--- src/rtl/clk_tree_pkg.sv ---
// Package: shared constants for the divided clock tree.
// Assumes every programmable divider encodes a ratio as value+1.
package clk_tree_pkg;
    localparam int          FIXED_W      = 2;     // width of fixed-stage codes
    localparam logic [1:0]  HALF_CODE    = 2'd1;  // divide-by-2 stage
    localparam logic [1:0]  QUARTER_CODE = 2'd3;  // divide-by-4 stage, forced
    localparam int          MUX_SEL_BIT  = 1;     // byte selector bit position
endpackage

--- src/rtl/ctree_osc_phase.sv ---
// Module: recreates the oscillator phase from a clock at twice its rate.
// Assumes clr_i returns the phase to low so that restarts are deterministic.
module ctree_osc_phase (
    input  logic clk,
    input  logic rst_n,
    input  logic clr_i,
    output logic ph_nxt_o,
    output logic ph_q_o
);
    logic ph_q;

    assign ph_nxt_o = clr_i ? 1'b0 : ~ph_q;
    assign ph_q_o   = ph_q;

    // Toggle the phase each cycle unless cleared.
    always_ff @(posedge clk) begin
        if (!rst_n) ph_q <= 1'b0;
        else        ph_q <= ph_nxt_o;
    end
endmodule

--- src/rtl/ctree_div_stage.sv ---
// Module: divides an input level by ratio_i+1, counting input rising edges.
// The input is given as a next/current pair, so this stage updates on the
// same edge as its source. A value of 0 passes the input through. The ratio
// is sampled only at an output period start. For odd ratios the high phase
// is one input period longer than the low phase.
module ctree_div_stage #(
    parameter int RATIO_W = 4
) (
    input  logic               clk,
    input  logic               rst_n,
    input  logic               clr_i,
    input  logic               in_nxt_i,
    input  logic               in_cur_i,
    input  logic [RATIO_W-1:0] ratio_i,
    output logic               out_nxt_o,
    output logic               out_q_o
);
    localparam logic [RATIO_W-1:0] ONE = RATIO_W'(1);

    logic [RATIO_W-1:0] cnt_q, cnt_d, n_q, n_d, n_use;
    logic               out_q, out_d, rise;

    assign rise      = in_nxt_i & ~in_cur_i;
    assign n_use     = (cnt_q == '0) ? ratio_i : n_q;
    assign out_nxt_o = out_d;
    assign out_q_o   = out_q;

    // Next-state: count input rises, set the duty phase, follow input at ratio 1.
    always_comb begin
        cnt_d = cnt_q;
        n_d   = n_q;
        out_d = out_q;
        if (clr_i) begin
            cnt_d = '0;
            n_d   = '0;
            out_d = 1'b0;
        end else if (rise) begin
            n_d   = n_use;
            out_d = (cnt_q <= (n_use >> 1));
            cnt_d = (cnt_q == n_use) ? '0 : cnt_q + ONE;
        end else if (n_q == '0) begin
            out_d = in_nxt_i;
        end
    end

    // State registers with synchronous reset.
    always_ff @(posedge clk) begin
        if (!rst_n) begin
            cnt_q <= '0;
            n_q   <= '0;
            out_q <= 1'b0;
        end else begin
            cnt_q <= cnt_d;
            n_q   <= n_d;
            out_q <= out_d;
        end
    end
endmodule

--- src/rtl/ctree_safe_mux.sv ---
// Module: two-way level selector that adopts a new select only when both
// inputs are low in the next cycle, so no partial pulse reaches its output.
// Assumes both inputs are next/current level pairs from the same domain.
module ctree_safe_mux (
    input  logic clk,
    input  logic rst_n,
    input  logic clr_i,
    input  logic sel_req_i,
    input  logic a_nxt_i,
    input  logic a_cur_i,
    input  logic b_nxt_i,
    input  logic b_cur_i,
    output logic sel_q_o,
    output logic out_nxt_o,
    output logic out_cur_o
);
    logic sel_q, sel_d;

    assign sel_d     = (clr_i || (!a_nxt_i && !b_nxt_i)) ? sel_req_i : sel_q;
    assign out_nxt_o = sel_d ? b_nxt_i : a_nxt_i;
    assign out_cur_o = sel_q ? b_cur_i : a_cur_i;
    assign sel_q_o   = sel_q;

    // Hold the active select; update it only in a quiet window.
    always_ff @(posedge clk) begin
        if (!rst_n) sel_q <= 1'b0;
        else        sel_q <= sel_d;
    end
endmodule

--- src/rtl/clk_div_tree.sv ---
// Module: pixel and byte clock divider tree.
// Pixel clock: oscillator / (pix value + 1).
// Byte clock: selector (oscillator, or oscillator / (post value + 1) / 2), then / 4.
// Assumes clk runs at twice the oscillator rate; all outputs are registered levels.
module clk_div_tree
    import clk_tree_pkg::*;
#(
    parameter int CFG_W  = 8,
    parameter int POST_W = 4,
    parameter int PIX_W  = 8
) (
    input  logic             clk,
    input  logic             rst_n,
    input  logic             disable_i,
    input  logic [CFG_W-1:0] post_cfg_i,
    input  logic [CFG_W-1:0] mux_cfg_i,
    input  logic [PIX_W-1:0] pix_cfg_i,
    output logic             pix_clk_o,
    output logic             byte_clk_o
);
    logic vco_nxt, vco_q;
    logic post_nxt, post_q;
    logic half_nxt, half_q;
    logic mux_nxt, mux_cur, mux_sel_q;
    logic pix_nxt, byte_nxt;
    logic unused_cfg_bits;

    // Only the post field and the select bit are decoded.
    assign unused_cfg_bits = ^{post_cfg_i, mux_cfg_i, pix_nxt, byte_nxt};

    ctree_osc_phase u_osc (
        .clk(clk), .rst_n(rst_n), .clr_i(disable_i),
        .ph_nxt_o(vco_nxt), .ph_q_o(vco_q)
    );

    ctree_div_stage #(.RATIO_W(PIX_W)) u_pix (
        .clk(clk), .rst_n(rst_n), .clr_i(disable_i),
        .in_nxt_i(vco_nxt), .in_cur_i(vco_q), .ratio_i(pix_cfg_i),
        .out_nxt_o(pix_nxt), .out_q_o(pix_clk_o)
    );

    ctree_div_stage #(.RATIO_W(POST_W)) u_post (
        .clk(clk), .rst_n(rst_n), .clr_i(disable_i),
        .in_nxt_i(vco_nxt), .in_cur_i(vco_q), .ratio_i(post_cfg_i[POST_W-1:0]),
        .out_nxt_o(post_nxt), .out_q_o(post_q)
    );

    ctree_div_stage #(.RATIO_W(FIXED_W)) u_half (
        .clk(clk), .rst_n(rst_n), .clr_i(disable_i),
        .in_nxt_i(post_nxt), .in_cur_i(post_q), .ratio_i(HALF_CODE),
        .out_nxt_o(half_nxt), .out_q_o(half_q)
    );

    ctree_safe_mux u_mux (
        .clk(clk), .rst_n(rst_n), .clr_i(disable_i),
        .sel_req_i(mux_cfg_i[MUX_SEL_BIT]),
        .a_nxt_i(vco_nxt), .a_cur_i(vco_q),
        .b_nxt_i(half_nxt), .b_cur_i(half_q),
        .sel_q_o(mux_sel_q), .out_nxt_o(mux_nxt), .out_cur_o(mux_cur)
    );

    ctree_div_stage #(.RATIO_W(FIXED_W)) u_quarter (
        .clk(clk), .rst_n(rst_n), .clr_i(disable_i),
        .in_nxt_i(mux_nxt), .in_cur_i(mux_cur), .ratio_i(QUARTER_CODE),
        .out_nxt_o(byte_nxt), .out_q_o(byte_clk_o)
    );
endmodule

--- config.mk ---
export PLATFORM = sky130hd
export DESIGN_NAME = clk_div_tree
export DESIGN_NICKNAME = d
export VERILOG_FILES = /design/src/rtl/clk_tree_pkg.sv /design/src/rtl/ctree_osc_phase.sv /design/src/rtl/ctree_div_stage.sv /design/src/rtl/ctree_safe_mux.sv /design/src/rtl/clk_div_tree.sv
export SDC_FILE = /design/constraint.sdc
export NUM_CORES = 1
export LEC_CHECK = 0
export ABC_CLOCK_PERIOD_IN_PS = 6900
export CAP_MARGIN = 10
export CORE_ASPECT_RATIO = 1.75
export CORE_MARGIN = 4
export CORE_UTILIZATION = 45
export CTS_BUF_LIST = sky130_fd_sc_hd__clkbuf_8
export DETAILED_ROUTE_END_ITERATION = 7
export DONT_BUFFER_PORTS = 1
export GPL_TIMING_DRIVEN = 0
export PLACE_DENSITY = 0.58
export SLEW_MARGIN = 20
export SYNTH_ARGS = -nofsm -noshare
export SYNTH_HDL_FRONTEND = slang
export SYNTH_SLANG_ARGS = --single-unit
export TNS_END_PERCENT = 50
--- constraint.sdc ---
create_clock -name clk -period 6.9 [get_ports clk]
set_input_delay 1.38 -clock clk [delete_from_list [all_inputs] [get_ports clk]]
set_output_delay 1.38 -clock clk [all_outputs]
set_load 0.005 [all_outputs]
-- Yosys cells after proc, flatten, opt, wreduce, memory -nomap -nowiden
Index checks and enable logic that the tools add are counted.
- bits in registers: 38
- output and inout port bits: 2
- $add $sub $neg: 4
- magnitude comparators: 4
- eq/ne operators: 4
- mux-type cells: 22
- bitwise logic cells: 7
- reduce and logical (&&, ||, !) cells: 15
- operator list (cell ; number):
    zero test 8 bit ; 2
    two-way mux 8 bit ; 2
    two-way mux 1 bit ; 14
    adder 8 x 1 -> 8 bit (second input constant) ; 1
    equality test 8 bit ; 1
    <= comparator 8 x 7 -> 1 bit ; 1
    zero test 2 bit ; 4
    zero test 4 bit ; 2
    two-way mux 2 bit ; 4
    two-way mux 4 bit ; 2
    adder 2 x 1 -> 2 bit (second input constant) ; 2
    adder 4 x 1 -> 4 bit (second input constant) ; 1
    equality test 2 bit ; 2
    equality test 4 bit ; 1
    <= comparator 2 x 1 -> 1 bit ; 2
    <= comparator 4 x 3 -> 1 bit ; 1
    inverter 1 bit ; 4
    nonzero test 2 bit ; 2
    AND 1 bit ; 3
    zero test 1 bit ; 2
    OR reduction 2 bit ; 1
    logical AND 1 bit ; 1
    logical OR 1 bit ; 1

-- Logic depth before layout (Yosys ltp)
Gate-level depths: netlist (run 1).
- word-level depth: 15
- gate-level depth with buffers: 14
- depth with buffers taken out: 13

-- Modules after synthesis
Synthesis (run 1) repeated with hierarchy kept, for this count alone.
- cell total of the unflattened synthesis: 320
- area total of the unflattened synthesis: 2653.8 µm²
- modules (own cells, without submodules) (module ; times used ; cells each ; area each (µm²) ; seq. area each (µm²)):
    ctree_div_stage at u_pix ; 1 ; 151 ; 1219.9 ; 340.3
    ctree_div_stage at u_post ; 1 ; 86 ; 716.9 ; 180.2
    ctree_div_stage at u_half ... ; 2 ; 35 ; 297.8 ; 100.1
    ctree_safe_mux ; 1 ; 8 ; 77.6 ; 20.0
    ctree_osc_phase ; 1 ; 3 ; 36.3 ; 20.0
    clk_div_tree ; 1 ; 2 ; 7.5 ; 0.0

-- Least setup slack after synthesis (run 1)
No wires, ideal clock.
- path kind: input to register
- from: in post_cfg_i[1]
- to: reg u_quarter.out_q, in the netlist u_quarter.out_q_o
- setup time: 69 ps
- arrival: 3466 ps
- required time: 6831 ps
- path slack: 3366 ps
- stages on the path: 9
- path buffers: 0
- cell sequence: mux2i_1 -> inv_1 -> ha_1 -> o21bai_1 -> o2111a_1 -> or4_4 -> o31a_1 -> or4_1 -> o21ai_1
- longest elaborated chain between the ends: 14
- elaborated cells between the ends (all ways): 17
- those cells by class: 1 x order compare; 10 x mux; 2 x bitwise; 4 x reduce/logical
- RTL lines (element ; RTL line ; RTL):
    start: declaration ; clk_div_tree.sv:15 ; input logic [CFG_W-1:0] post_cfg_i,
    two-way mux 4 bit * ; ctree_div_stage.sv:24 ; assign n_use = (cnt_q == '0) ? ratio_i : n_q;
    via u_post.n_use[1] ; ctree_div_stage.sv:20 ; logic [RATIO_W-1:0] cnt_q, cnt_d, n_q, n_d, n_use;
    <= comparator 4 x 3 -> 1 bit * ; ctree_div_stage.sv:39 ; out_d = (cnt_q <= (n_use >> 1));
    two-way mux 1 bit * ; ctree_div_stage.sv:37 ; end else if (rise) begin
    two-way mux 1 bit * ; ctree_div_stage.sv:33 ; if (clr_i) begin
    two-way mux 1 bit / AND 1 bit (equally long branches) ; ctree_div_stage.sv:41, ctree_div_stage.sv:23 ;
    two-way mux 1 bit * ; ctree_div_stage.sv:37 ;
    two-way mux 1 bit * ; ctree_div_stage.sv:33 ;
    zero test 1 bit ; ctree_safe_mux.sv:19 ; assign sel_d = (clr_i || (!a_nxt_i && !b_nxt_i)) ? sel_req_i : sel_q;
    logical AND 1 bit ; ctree_safe_mux.sv:19 ;
    logical OR 1 bit ; ctree_safe_mux.sv:19 ;
    two-way mux 1 bit ; ctree_safe_mux.sv:19 ;
    two-way mux 1 bit * ; ctree_safe_mux.sv:20 ; assign out_nxt_o = sel_d ? b_nxt_i : a_nxt_i;
    two-way mux 1 bit / AND 1 bit (equally long branches) ; ctree_div_stage.sv:41, ctree_div_stage.sv:23 ;
    two-way mux 1 bit / nonzero test 2 bit (equally long branches) ; n/a ;
    end signal: assignment ; ctree_div_stage.sv:55 ; out_q <= out_d;
    end: declaration ; ctree_div_stage.sv:21 ; logic out_q, out_d, rise;
Mark *: on every way through the listed nets, which the timed path passes. The rest lies on a longest branch. The select of a mux whose other input is x is not followed.
A chain may end at the register's enable or synchronous reset.

-- Worst setup path after layout (run 1)
- from: reg u_post.cnt_q[1]
- to: reg u_quarter.cnt_q[1]
- longest elaborated chain between the ends: 14
- elaborated cells between the ends (all ways): 15
- those cells by class: 1 x order compare; 8 x mux; 2 x bitwise; 4 x reduce/logical
- RTL lines (element ; RTL line ; RTL):
    start: declaration ; ctree_div_stage.sv:20 ;
    start signal: assignment ; ctree_div_stage.sv:53 ; cnt_q <= cnt_d;
    zero test 4 bit * ; ctree_div_stage.sv:24 ;
    two-way mux 4 bit * ; ctree_div_stage.sv:24 ;
    via u_post.n_use[1] ; ctree_div_stage.sv:20 ;
    <= comparator 4 x 3 -> 1 bit * ; ctree_div_stage.sv:39 ;
    two-way mux 1 bit * ; ctree_div_stage.sv:37 ;
    two-way mux 1 bit * ; ctree_div_stage.sv:33 ;
    two-way mux 1 bit / AND 1 bit (equally long branches) ; ctree_div_stage.sv:41, ctree_div_stage.sv:23 ;
    two-way mux 1 bit * ; ctree_div_stage.sv:37 ;
    two-way mux 1 bit * ; ctree_div_stage.sv:33 ;
    zero test 1 bit ; ctree_safe_mux.sv:19 ;
    logical AND 1 bit ; ctree_safe_mux.sv:19 ;
    logical OR 1 bit ; ctree_safe_mux.sv:19 ;
    two-way mux 1 bit ; ctree_safe_mux.sv:19 ;
    two-way mux 1 bit * ; ctree_safe_mux.sv:20 ;
    AND 1 bit * ; ctree_div_stage.sv:23 ; assign rise = in_nxt_i & ~in_cur_i;
    end signal: assignment ; ctree_div_stage.sv:53 ;
    end: declaration ; ctree_div_stage.sv:20 ;
Mark *: on every way through the listed nets, which the timed path passes. The rest lies on a longest branch.

==> out/results.ini, run 1 <==
[synthesis]
ys_seq_area_share_pct=30.25
netlist.area_leader.share_pct=30.25
synth_top_cell_by_area=dfxtp_1
syn_area_um2=2515
synth.distinct_cells=66
ys.flop_type=dfxtp_1
syn_inst=302
synth_edf_count=0
yosysWarningCount=0
yosys-top-cells-area=dfxtp_1 (30%), ha_1 (8.0%), mux2i_1 (6.8%), nor2_1 (4.8%), inv_1 (3.3%)
ys_ff_latch=38
avgSynthCellArea_um2=8.328
async_flop_share_pct=0
synth_nets=345

[die]
start_util_pct=47.07
core_area_um2=5343
die_h_um=106.9
std_cell_rows=35
dieArea_um2=6896
ios=29
fp.dieW_um=64.51

[final_layout]
layout_common_cells=dfxtp_1 (38), nor2_1 (32), inv_1 (22)
layout-drive-gt1-share_pct=8.387
syn_to_final_growth_pct=8.060
num_antenna_cells=0
final_core_util_pct=50.87
n_fill_cell=562
final_nets=352
layout_commonest_cell=dfxtp_1
final_area_um2=2718

[cts]
clock-root-buffer=clkbuf_8
cts_resized=0
numCtsBuffers=5
cts-hold-fix-buffers=0
cts_setup_buffers=0
cts_tree=yes
h-tree-depth=2
cts.path.max_buffers=2
clk_pin_slew_ns=0.08
clock_latency_ns=0.29
cts_sinks=38

[critical_path]
cpPeakStageDelay_ns=0.51
critPathSlowestCell=or4_4
critPathArrivalTime_ns=3.85
path_cells=inv_1 > ha_1 > nor3b_4 > mux2i_1 > inv_1 > ha_1 > o21bai_1 > o2111a_1 > or4_4 > o31a_1 > nor3_2 > mux2i_1
worst-path-max-fanout=8
critPathLaunchType=register
cp-end-kind=register
path_class=reg -> reg
crit_required_ns=7.12

[power_and_ir_drop]
p_switching_mw=0.1420
p_int_mw=0.3693
total_power_mw=0.5113
sw_frac_of_total_pct=27.76
p_per_area_nw_per_um2=188.1
combPwrFrac_pct=17.5
vdd_drop_max_v=0.0001000
p_leak_nw=1.049
seqPwrFrac_pct=46.5
clkPwrFrac_pct=36.0

[timing]
fin_skew_ns=0.009153
rsz0062_at_grt=false
worst_slack_ns=3.274
slew_violations=0
fmax_mhz=275.8
tns_ns=0
hold_viol=0
setup_violations=0
worstMarginPinSlew_ns=0.6078
min_period_ns=3.626
slew_headroom_pct=59.14
fin_crit_sh_pct=52.55

[place]
post-dp-hpwl_mm=4.727
dpl_cell_area_um2=2608
numPortBuffers=0
dpl_worst_slack_ns=3.090
place.gp.congestion=0.9284

[hold_path]
hold_path.class=reg -> reg

[global_route]
grt-ovfl-total=0
grt_pass1_wl_mm=10.60
grt_antenna_before_repair=0
first_global_vias=2222
grt_max_degree=12
track_usage_pct=19.48

[drt]
viasPerCell=5.661
drtPass1Iterations=4
final_antenna_net_count=0
vias=2174
drc=0
drt_iter0_drc=96
wl_per_cell_um=15.78
drt_wl_total_mm=6.058

[outcome]
status=complete, no violations

[flow_run]
maxCapViolCount=0

## worst max-delay path, delay by kind of cell (launching register included)
family | cells | cell delay [ns]
and+or+nand+nor | 3 | 1.26
muxes | 2 | 0.61
AOI/OAI and AO/OA | 3 | 0.56
adders and majority gates | 2 | 0.54
DFF | 1 | 0.38
buffers and inverters | 2 | 0.19
## sequential cells by signal (all words and copies together), names as in the netlist, 2 cells and up
| signal | flops |
|---|---|
| u_half.cnt_q | 2 |
| u_pix.n_q | 8 |
| u_quarter.n_q | 2 |
| u_post.cnt_q | 4 |
| u_half.n_q | 2 |
| u_post.n_q | 4 |
| u_pix.cnt_q | 8 |
| u_quarter.cnt_q | 2 |
## power groups by stage
stage                     sequential (mW)  combinational (mW)  clock (mW)
after global routing                0.239               0.103       0.195
after CTS                           0.238              0.0903       0.187
after floorplan                     0.240              0.0730           0
after global placement              0.243              0.0888           0
final                               0.238              0.0895       0.184
after detailed placement            0.243              0.0899           0
## final timing paths
path / from / to / slack [ns] / depth (start not counted)
setup / recovery: u_post.cnt_q[1] / u_quarter.cnt_q[1] / 3.27 / 12
hold / removal: u_quarter.out_q_o / u_quarter.out_q_o / 0.52 / 2
setup reg to reg: u_post.cnt_q[1] / u_quarter.cnt_q[1] / 3.27 / 12
hold reg to reg: u_quarter.out_q_o / u_quarter.out_q_o / 0.52 / 2
## area by class of cell
type / instances / area [um^2] / area share [%]
multi-input combinational: 229 / 1609 / 59.21
sequential: 38 / 760.7 / 27.99
clock buffer: 8 / 110.1 / 4.052
tap: 74 / 92.59 / 3.407
inverter: 22 / 82.58 / 3.039
buffer: 13 / 62.56 / 2.302
## through the flow
step	std cells	hold WS, ns
floorplan	302	0.4777
finish	384	0.5231
global route	384	0.5728
detailed placement	376	0.5178
CTS	384	0.5307
global placement	376	0.5054
## routing by layer
metal  vias up  routed length (um)  share of wire [%]  global-route usage, %
li1       1098                   -                  -                      -
met1      1027                2442                 40                  21.20
met2        37                3198                 53                  34.99
met3        12                 256                4.2                  4.507
met5         -                   0                  0                      0
met4         0                 161                2.7                  8.926
## logic make-up after synthesis
logic type	after synthesis	share of synthesized area (%)
AO/OA/AOI/OAI	64	17.51
XOR/XNOR	18	6.269
adder cells (fa/ha/maj)	16	7.960
buffers and inverters	35	5.771
flip-flops	38	30.25
multiplexers	20	8.109
AND/OR/NAND/NOR	111	24.13
## cell usage after synthesis (all sizes together) (4+ instances only)
cell type / n
dfxtp: 38
nor2: 32
inv: 22
nand2: 19
mux2i: 17
ha: 16
o21ai: 15
a21oi: 14
nor3: 14
xnor2: 9
xor2: 9
clkbuf: 8
and2: 7
buf: 5
nor2b: 5
nor4: 5
nand4: 4
or4: 4
(Power assumes the default switching activity.)
==> run 2, diff against run 1 <==
ABC_CLOCK_PERIOD_IN_PS = 3800   (was 6900)
clock period = 3.8 ns   (was 6.9 ns; I/O delays follow)
==> run 2 against run 1 <==
Highest routed layer unchanged; first-iteration DRC count unchanged; final area up 0.46%; core utilization up 0.23 points; die area unchanged; global-route usage unchanged; largest cell class unchanged; hold slack unchanged; worst setup slack worse by 3.0 ns; flip-flop and latch count unchanged; power up 82%.
==> out/results.ini, run 2 (same netlist as run 1, synthesis figures left out) <==
[outcome]
status=complete, no violations

[place]
numPortBuffers=0  ; unchanged
place.gp.congestion=0.9284  ; unchanged
dpl_cell_area_um2=2608  ; unchanged
post-dp-hpwl_mm=4.727  ; unchanged

[cts]
clock-root-buffer=clkbuf_8
clock_latency_ns=0.29  ; about the same
h-tree-depth=2  ; unchanged
cts-hold-fix-buffers=0  ; unchanged
cts.path.max_buffers=2  ; unchanged
cts_sinks=38  ; unchanged
cts_tree=yes
clk_pin_slew_ns=0.08  ; about the same
numCtsBuffers=5  ; unchanged

[final_layout]
layout-drive-gt1-share_pct=9.032  ; +0.65 points
syn_to_final_growth_pct=8.557
layout_commonest_cell=dfxtp_1
final_nets=352  ; unchanged
num_antenna_cells=0  ; unchanged
reg_top3=u_pix.cnt_q: 8 flops, u_pix.n_q: 8 flops
n_fill_cell=558  ; -0.71%
layout_common_cells=dfxtp_1 (38), nor2_1 (32), inv_1 (22)
final_area_um2=2730  ; +0.46%

[global_route]
track_usage_pct=19.48  ; unchanged
grt_pass1_wl_mm=10.60  ; unchanged
first_global_vias=2222  ; unchanged
grt_antenna_before_repair=0  ; unchanged
grt-ovfl-total=0  ; unchanged
grt_max_degree=12  ; unchanged

[drt]
final_antenna_net_count=0  ; unchanged
drt_wl_total_mm=6.066  ; +0.13%
vias=2171  ; -0.14%
drt_iter0_drc=96  ; unchanged
drc=0  ; unchanged
wl_per_cell_um=15.80  ; +0.13%
viasPerCell=5.654  ; -0.14%
drtPass1Iterations=4  ; unchanged

[critical_path]
cp-end-kind=register
cpPeakStageDelay_ns=0.51  ; about the same
crit_family=simple AND/OR/NAND/NOR gates
crit_buf_inv=2  ; unchanged
path_class=reg -> reg
critPathSlowestCell=or4_4
crit_top_cell=inv_1
critPathLaunchType=register
worst-path-max-fanout=8  ; unchanged
crit_required_ns=4.03  ; -3.09 ns
path_cells=inv_1 > ha_2 > nor3b_4 > mux2i_2 > inv_1 > ha_1 > o21bai_1 > o2111a_1 > or4_4 > o31a_1 > or4_1 > o21ai_1
critPathArrivalTime_ns=3.79  ; -0.06 ns

[timing]
worstMarginPinSlew_ns=0.6078  ; -0.00006086 ns
slew_violations=0  ; unchanged
setup_violations=0  ; unchanged
tns_ns=0  ; unchanged
slew_headroom_pct=59.14  ; about the same
fmax_mhz=280.5  ; +1.7%
fin_crit_sh_pct=93.82  ; +41 points
min_period_ns=3.565  ; -0.06061 ns
fin_skew_ns=0.009120  ; -0.00003361 ns
rsz0062_at_grt=false
hold_viol=0  ; unchanged

[power_and_ir_drop]
p_leak_nw=1.043  ; -0.65%
p_per_area_nw_per_um2=341.1  ; +81%
vdd_drop_max_v=0.0001817  ; +82%

[die]
ios=29  ; unchanged
fp.dieW_um=64.51  ; unchanged
std_cell_rows=35  ; unchanged
core_area_um2=5343  ; unchanged
start_util_pct=47.07  ; unchanged
dieArea_um2=6896  ; unchanged
die_h_um=106.9  ; unchanged

[hold_path]
hold_path.class=reg -> reg

[flow_run]
maxCapViolCount=0  ; unchanged

run 2: cell count changes in the layout (fill, tap and decap cells not counted):
cell and delta:
mux2i_1 -1, nor3_2 -1, ha_1 -1, nor3_4 +1
ha_2 +1, mux2i_2 +1
run 2: layout make-up:
type                            count  area (um^2)  area share (%)
Sequential cell                    38        760.7           27.86
Multi-Input combinational cell    229         1622           59.40
Clock buffer                        8        110.1           4.033
Inverter                           22        82.58           3.025
Buffer                             13        62.56           2.291
Tap cell                           74        92.59           3.391
run 2: worst paths after layout:
kind              slack, ns              start  depth (start not counted)           endpoint
setup / recovery       0.23    u_post.cnt_q[1]                         12  u_quarter.out_q_o
hold / removal         0.52  u_quarter.out_q_o                          2  u_quarter.out_q_o
hold reg to reg        0.52  u_quarter.out_q_o                          2  u_quarter.out_q_o
setup reg to reg       0.23    u_post.cnt_q[1]                         12  u_quarter.out_q_o
run 2: metrics by stage:
stage,std cells,hold WS (ns),total power [mW],util [%],worst slack (ns)
detailed placement,376,0.5178,0.6045,48.81,0.1656
floorplan,302,0.4777,0.5675,-,0.5798
global placement,376,0.5054,0.6022,48.81,0.1995
finish,384,0.5231,0.9312,51.10,0.2349
CTS,384,0.5307,0.9357,50.87,0.1377
global route,384,0.5728,0.9784,51.10,0.04560
run 2: layer usage:
| layer | vias to the layer above | routed length [um] | GRT usage [%] |
|---|---|---|---|
| met1 | 1016 | 2427 | 21.20 |
| met3 | 14 | 271 | 4.507 |
| met4 | 0 | 172 | 8.926 |
| met5 | - | 0 | 0 |
| li1 | 1097 | - | - |
| met2 | 44 | 3194 | 34.99 |
run 2: what timing repair did:
| action | 4_1_cts | 5_1_grt |
|---|---|---|
| setup endpoints to repair | 0 | 5 |
| gates resized for setup | 0 | 3 |
| setup buffers | 0 | 0 |
run 2: report_power, final:
part           switching (mW)  internal, mW  leakage (nW)
logic                  0.0897        0.0752         0.676
registers              0.0189         0.413         0.310
clock network           0.151         0.184        0.0575
run 2: tightest hold or removal path: stages (launching register included):
cell and delay, ns:
dfxtp_1 0.33, o211ai_1 0.09, o21ai_1 0.06
